`src/rtl/fbuf_pkg.sv`:
```
package fbuf_pkg;
    typedef enum logic {
        SEL_PING = 1'b0,
        SEL_PONG = 1'b1
    } buf_sel_e;
endpackage

```
`src/rtl/fbuf_swap_ctrl.sv`:
```
module fbuf_swap_ctrl
    import fbuf_pkg::*;
#(
    parameter int CNT_W = 8
) (
    input  logic             clk,
    input  logic             rst_n,
    input  logic             restart,
    input  logic             fe_hit,
    input  logic [CNT_W-1:0] cfg_count,
    output buf_sel_e         sel_o,
    output logic             swap_o
);
    typedef struct packed {
        buf_sel_e         sel;
        logic [CNT_W-1:0] cnt;
    } swap_state_t;

    swap_state_t st_d, st_q;
    logic [CNT_W:0] cnt_inc;

    always_comb begin
        st_d    = st_q;
        swap_o  = 1'b0;
        cnt_inc = {1'b0, st_q.cnt} + {{CNT_W{1'b0}}, 1'b1};
        if (restart) begin
            st_d.sel = SEL_PING;
            st_d.cnt = '0;
        end else if (fe_hit) begin
            if (cnt_inc == {1'b0, cfg_count}) begin
                swap_o   = 1'b1;
                st_d.sel = (st_q.sel == SEL_PING) ? SEL_PONG : SEL_PING;
                st_d.cnt = '0;
            end else begin
                st_d.cnt = cnt_inc[CNT_W-1:0];
            end
        end
    end

    always_ff @(posedge clk or negedge rst_n) begin
        if (!rst_n) begin
            st_q.sel <= SEL_PING;
            st_q.cnt <= '0;
        end else begin
            st_q <= st_d;
        end
    end

    assign sel_o = st_q.sel;
endmodule

```
`src/rtl/fbuf_line_calc.sv`:
```
module fbuf_line_calc #(
    parameter int ADDR_W     = 32,
    parameter int OFST_W     = 11,
    parameter int OFST_SHIFT = 5,
    parameter int LINE_W     = 16
) (
    input  logic [ADDR_W-1:0] base,
    input  logic [OFST_W-1:0] ofst,
    input  logic              num_valid,
    input  logic [LINE_W-1:0] num,
    input  logic              first,
    input  logic [ADDR_W-1:0] prev_line,
    input  logic [ADDR_W-1:0] cur_pix,
    output logic [ADDR_W-1:0] start
);
    localparam int OB_W = OFST_W + OFST_SHIFT;

    logic [OB_W-1:0]   ofst_raw;
    logic [ADDR_W-1:0] stride;
    logic [ADDR_W-1:0] num_ext;
    logic [ADDR_W-1:0] numbered;

    always_comb begin
        ofst_raw = {ofst, {OFST_SHIFT{1'b0}}};
        stride   = ADDR_W'(ofst_raw);
        num_ext  = ADDR_W'(num);
        numbered = base + stride * num_ext;
        if (num_valid) begin
            start = numbered;
        end else if (first) begin
            start = base;
        end else if (ofst == '0) begin
            start = cur_pix;
        end else begin
            start = prev_line + stride;
        end
    end
endmodule

```
`src/rtl/fbuf_addr_gen.sv`:
```
module fbuf_addr_gen
    import fbuf_pkg::*;
#(
    parameter int ADDR_W     = 32,
    parameter int OFST_W     = 11,
    parameter int OFST_SHIFT = 5,
    parameter int LINE_W     = 16,
    parameter int CNT_W      = 8,
    parameter int VC_W       = 2,
    parameter int WORD_BYTES = 4
) (
    input  logic              clk,
    input  logic              rst_n,
    input  logic              enable,
    input  logic              fe_valid,
    input  logic [VC_W-1:0]   fe_vc,
    input  logic              ls_valid,
    input  logic [VC_W-1:0]   ls_vc,
    input  logic              ls_num_valid,
    input  logic [LINE_W-1:0] ls_num,
    input  logic              pix_valid,
    input  logic [ADDR_W-1:0] cfg_ping_base,
    input  logic [ADDR_W-1:0] cfg_pong_base,
    input  logic [OFST_W-1:0] cfg_ofst,
    input  logic [CNT_W-1:0]  cfg_fe_count,
    input  logic [VC_W-1:0]   cfg_vc,
    output logic [ADDR_W-1:0] line_addr,
    output logic [ADDR_W-1:0] pix_addr,
    output logic              buf_done
);
    localparam logic [ADDR_W-1:0] WORD_STEP = ADDR_W'(WORD_BYTES);

    typedef struct packed {
        logic              en;
        logic              first;
        logic [ADDR_W-1:0] line;
        logic [ADDR_W-1:0] pix;
    } addr_state_t;

    addr_state_t st_d, st_q;

    logic              restart;
    logic              fe_hit;
    logic              ls_hit;
    logic              swap;
    buf_sel_e          sel;
    logic [ADDR_W-1:0] active_base;
    logic [ADDR_W-1:0] line_start;
    logic [ADDR_W-1:0] pix_from;

    assign restart     = enable & ~st_q.en;
    assign fe_hit      = enable & st_q.en & fe_valid & (fe_vc == cfg_vc);
    assign ls_hit      = enable & ls_valid & (ls_vc == cfg_vc);
    assign active_base = (sel == SEL_PONG) ? cfg_pong_base : cfg_ping_base;

    fbuf_swap_ctrl #(
        .CNT_W (CNT_W)
    ) u_swap (
        .clk       (clk),
        .rst_n     (rst_n),
        .restart   (restart),
        .fe_hit    (fe_hit),
        .cfg_count (cfg_fe_count),
        .sel_o     (sel),
        .swap_o    (swap)
    );

    fbuf_line_calc #(
        .ADDR_W     (ADDR_W),
        .OFST_W     (OFST_W),
        .OFST_SHIFT (OFST_SHIFT),
        .LINE_W     (LINE_W)
    ) u_line (
        .base      (active_base),
        .ofst      (cfg_ofst),
        .num_valid (ls_num_valid),
        .num       (ls_num),
        .first     (st_q.first),
        .prev_line (st_q.line),
        .cur_pix   (st_q.pix),
        .start     (line_start)
    );

    always_comb begin
        st_d     = st_q;
        st_d.en  = enable;
        pix_from = st_q.pix;
        if (restart) begin
            st_d.first = 1'b1;
            st_d.line  = cfg_ping_base;
            st_d.pix   = cfg_ping_base;
        end else if (enable) begin
            if (ls_hit) begin
                st_d.line  = line_start;
                st_d.first = 1'b0;
                pix_from   = line_start;
            end
            st_d.pix = pix_valid ? (pix_from + WORD_STEP) : pix_from;
            // a matching frame end (with or without a swap) rewinds line placement
            if (fe_hit || swap) begin
                st_d.first = 1'b1;
            end
        end
    end

    always_ff @(posedge clk or negedge rst_n) begin
        if (!rst_n) begin
            st_q.en    <= 1'b0;
            st_q.first <= 1'b1;
            st_q.line  <= '0;
            st_q.pix   <= '0;
        end else begin
            st_q <= st_d;
        end
    end

    assign line_addr = st_q.line;
    assign pix_addr  = st_q.pix;
    assign buf_done  = (sel == SEL_PING);
endmodule

```
`config.mk`:
```
export PLATFORM = sky130hd
export DESIGN_NAME = fbuf_addr_gen
export DESIGN_NICKNAME = d
export VERILOG_FILES = /design/src/rtl/fbuf_pkg.sv /design/src/rtl/fbuf_swap_ctrl.sv /design/src/rtl/fbuf_line_calc.sv /design/src/rtl/fbuf_addr_gen.sv
export SDC_FILE = /design/constraint.sdc
export NUM_CORES = 1
export LEC_CHECK = 0
export BUFFER_PORTS_ARGS = -buffer_cell sky130_fd_sc_hd__buf_2
export CAP_MARGIN = 5
export CORE_ASPECT_RATIO = 0.5
export CORE_MARGIN = 5
export CORE_UTILIZATION = 50
export DETAILED_ROUTE_END_ITERATION = 8
export GPL_ROUTABILITY_DRIVEN = 0
export PLACE_DENSITY = 0.7
export SYNTH_ARGS = -nofsm -noshare
export SYNTH_HDL_FRONTEND = slang
export SYNTH_SLANG_ARGS = --single-unit
```
`constraint.sdc`:
```
create_clock -name clk -period 5.67 [get_ports clk]
set_input_delay 0 -clock clk [delete_from_list [all_inputs] [get_ports clk]]
set_output_delay 0 -clock clk [all_outputs]
set_load 0.01 [all_outputs]
```
==> impl_metrics.csv <==
group,metric,value,unit
grt,grt_pass1_vias,14758,
setup_path,rrSetupSlack,790,ps
final_layout,layout-drive-gt1-share,33.66,%
run_status,violations,"negative setup slack",
grt,grt_overflow,0,
final_layout,diodes,0,
synth,synth.top_cells.by_count,"222 x nand2_1, 175 x inv_1, 127 x fa_1",
floorplan,io_pins,177,
synth,synth_most_common_cell,"nand2_1",
setup_path,critPathLaunchType,"primary input",
final_layout,fin_nets,2466,
synth,ys_seq_area_share,13.16,%
floorplan,die_w,248.9,µm
floorplan,dieArea,0.03223,mm²
min_path,worstHoldPathType,"primary input to flop",
grt,use_met1,39.90,%
synth,yosys_warnings,0,
min_path,whs_path_depth,3,
placement,pre_cts_ws,-1771,ps
sta,min_period,7018,ps
detailed_routing,ant_nets,0,
sta,hold_viol,0,
clocking,cts_buffer_depth,2,
synth,netlist_instances,1784,
final_layout,fin_area,0.01907,mm²
sta,post-route-period-util,123.8,%
clocking,h-tree-depth,3,
clocking,path_clk_slew,70,ps
setup_path,r2r_cells,19,
placement,io_buffers,176,
setup_path,critPathMaxStageDelay,540,ps
min_path,hp-start,"cfg_ping_base[1]",
floorplan,die_y,129.5,µm
detailed_routing,wire_per_inst,20.08,µm
sta,finalSetupViolations,30,
synth,synthFlopType,"dfrtp_1",
detailed_routing,routed_via_density,5.945,
clocking,clock_sinks,75,
placement,placed_cell_area,0.01664,mm²
final_layout,final_core_util,68.31,%
synth,netlist_top_cells_area,"fa_1 18%, dfrtp_1 13%, ha_1 9.2%",
clocking,worstSkewPairLatency,350,ps
final_layout,area_delta_synth_final,33.63,%
setup_path,critPathMaxFanout,4,
detailed_routing,first_iter_violations,1541,
sta,rsz0062_at_grt,"yes",
synth,ys_ff_latch,75,
sta,tightest_slew,1027,ps
sta,fin_setup_tns,-19450,ps
synth,synth_edf_count,0,
grt,use_met3,8.263,%
synth,synthArstFlopShare,100.0,%
synth,synth_nets,2128,
synth,yosysTopAreaCell,"fa_1",
run_status,status,"finished with violations",
setup_path,arrival,7220,ps
grt,met2_usage,48.50,%
detailed_routing,drc,0,
grt,top_usage_layer,"met2",
grt,grt_pass1_wl,78.79,mm
detailed_routing,firstDrtPassIters,7,
setup_path,crit_type,"primary input to flop",
grt,track_usage,30.13,%
clocking,cts-root-buf,"clkbuf_16",
setup_path,cp-end-kind,"flop",
floorplan,rows,43,
grt,grt_antenna_before_repair,0,
setup_path,r2r-start,"u_swap.sel_o",
synth,synth_top_area_share,17.81,%
setup_path,cp_data_required_time,5870,ps
flow_run,drv_cap,0,
final_layout,nFillCells,2078,
sta,fmax,142.5,MHz
detailed_routing,dr_total_vias,14915,
setup_path,crit_path_frequent_cell,"fa_1",
min_path,min_to,"line_addr[1]",
floorplan,start_util,51.12,%
synth,synth_cell_types,87,
sta,finalClockSkew,7.135,ps
sta,maxSlewViolCount,0,
sta,timing.slew.headroom,31.54,%
setup_path,timing.rr.end,"pix_addr[30]",
synth,syn_avg_cell_area,8.001,µm²
synth,syn_area,0.01427,mm²
clocking,cts_tree,"built",
sta,fin_ws,-1348,ps
placement,dp_hpwl,37.30,mm
detailed_routing,drt-total-wl,50.38,mm
clocking,numCtsBuffers,9,
floorplan,core_area,0.02792,mm²
setup_path,slowest_stage,"fa_1",
grt,grt_max_degree,76,
[area by class of cell]
cell class | count | area [µm²] | share of cell area (%)
Clock inverter | 6 | 93.84 | 0.4920
Sequential cell | 75 | 1879 | 9.853
Inverter | 175 | 656.9 | 3.444
Multi-Input combinational cell | 1379 | 12120 | 63.56
Timing Repair Buffer | 482 | 3603 | 18.89
Clock buffer | 10 | 239.0 | 1.253
Tap cell | 382 | 478.0 | 2.506
[critical path, delay by kind of cell]
family / cells / cell delay, ps
simple gates: 6 / 1330
buf+inv: 7 / 590
fa+ha+maj: 7 / 3050
compound gates: 9 / 1890
xor+xnor: 3 / 350
[sequential cells by signal, summed over array words and instances (netlist names)]
name,flops
pix_addr,32
st_q,2
u_swap.sel_o,1
u_swap.st_q,8
line_addr,32
[logic make-up after synthesis]
kind of cell / Yosys count / share of synthesized area, %
and+or+nand+nor: 573 / 19.51
AOI/OAI and AO/OA: 422 / 19.48
buffers and inverters: 330 / 10.59
xor gates and xnor gates: 91 / 5.680
adders and majority gates: 232 / 27.02
muxes: 61 / 4.567
DFF: 75 / 13.16
[worst max path at each step]
stage / startpoint / end / slack [ps]
global route: cfg_ofst[5] / pix_addr[30] / -1590
detailed placement: cfg_ofst[7] / pix_addr[31] / -1770
CTS: cfg_ofst[5] / pix_addr[31] / -1170
floorplan: cfg_ofst[4] / pix_addr[31] / -1270
finish: cfg_ofst[5] / pix_addr[31] / -1350
global placement: cfg_ofst[2] / pix_addr[31] / -1610
[metrics by stage]
step | hold WS [ps] | std cells
final | 14.51 | 2509
after global routing | 30.32 | 2509
after CTS | 3.469 | 2495
after detailed placement | 230.8 | 2408
after global placement | 227.2 | 2408
after floorplan | -295.6 | 1784
[routing by layer]
layer  vias to the layer above  wire [µm]
li1                       6709          -
met1                      7203      20510
met2                       840      22410
met3                       163       5625
met4                         0       1835
met5                         -          0
[placed cells by master (no fill, tap or decap), types with 15 or more instances in the layout]
cell,count
and3_1,19
nand3_1,27
o211ai_1,15
buf_6,50
o21ai_0,80
a211oi_1,15
dlygate4sd3_1,31
xor2_1,29
buf_4,232
nor3_1,22
mux2_2,31
xnor2_1,45
a21oi_2,23
and2_1,65
nand2_1,208
a21oi_1,77
ha_1,88
inv_1,165
o21ai_1,16
dfrtp_1,73
a21o_1,25
mux2i_1,26
buf_2,157
nor2_1,102
fa_1,122
[what timing repair did]
| item | CTS | global route |
|---|---|---|
| setup buffers | 44 | 21 |
| gates cloned | 0 | 0 |
| resized for setup | 227 | 94 |
| hold buffers | 31 | 0 |
| pin swaps | 126 | 102 |
| hold endpoints to repair | 115 | 0 |
| endpoints found under the setup margin | 31 | 35 |
Power is left out: the tool's default activity adds up to more than one toggle a clock period on the data nets, which glitch-free logic cannot reach.
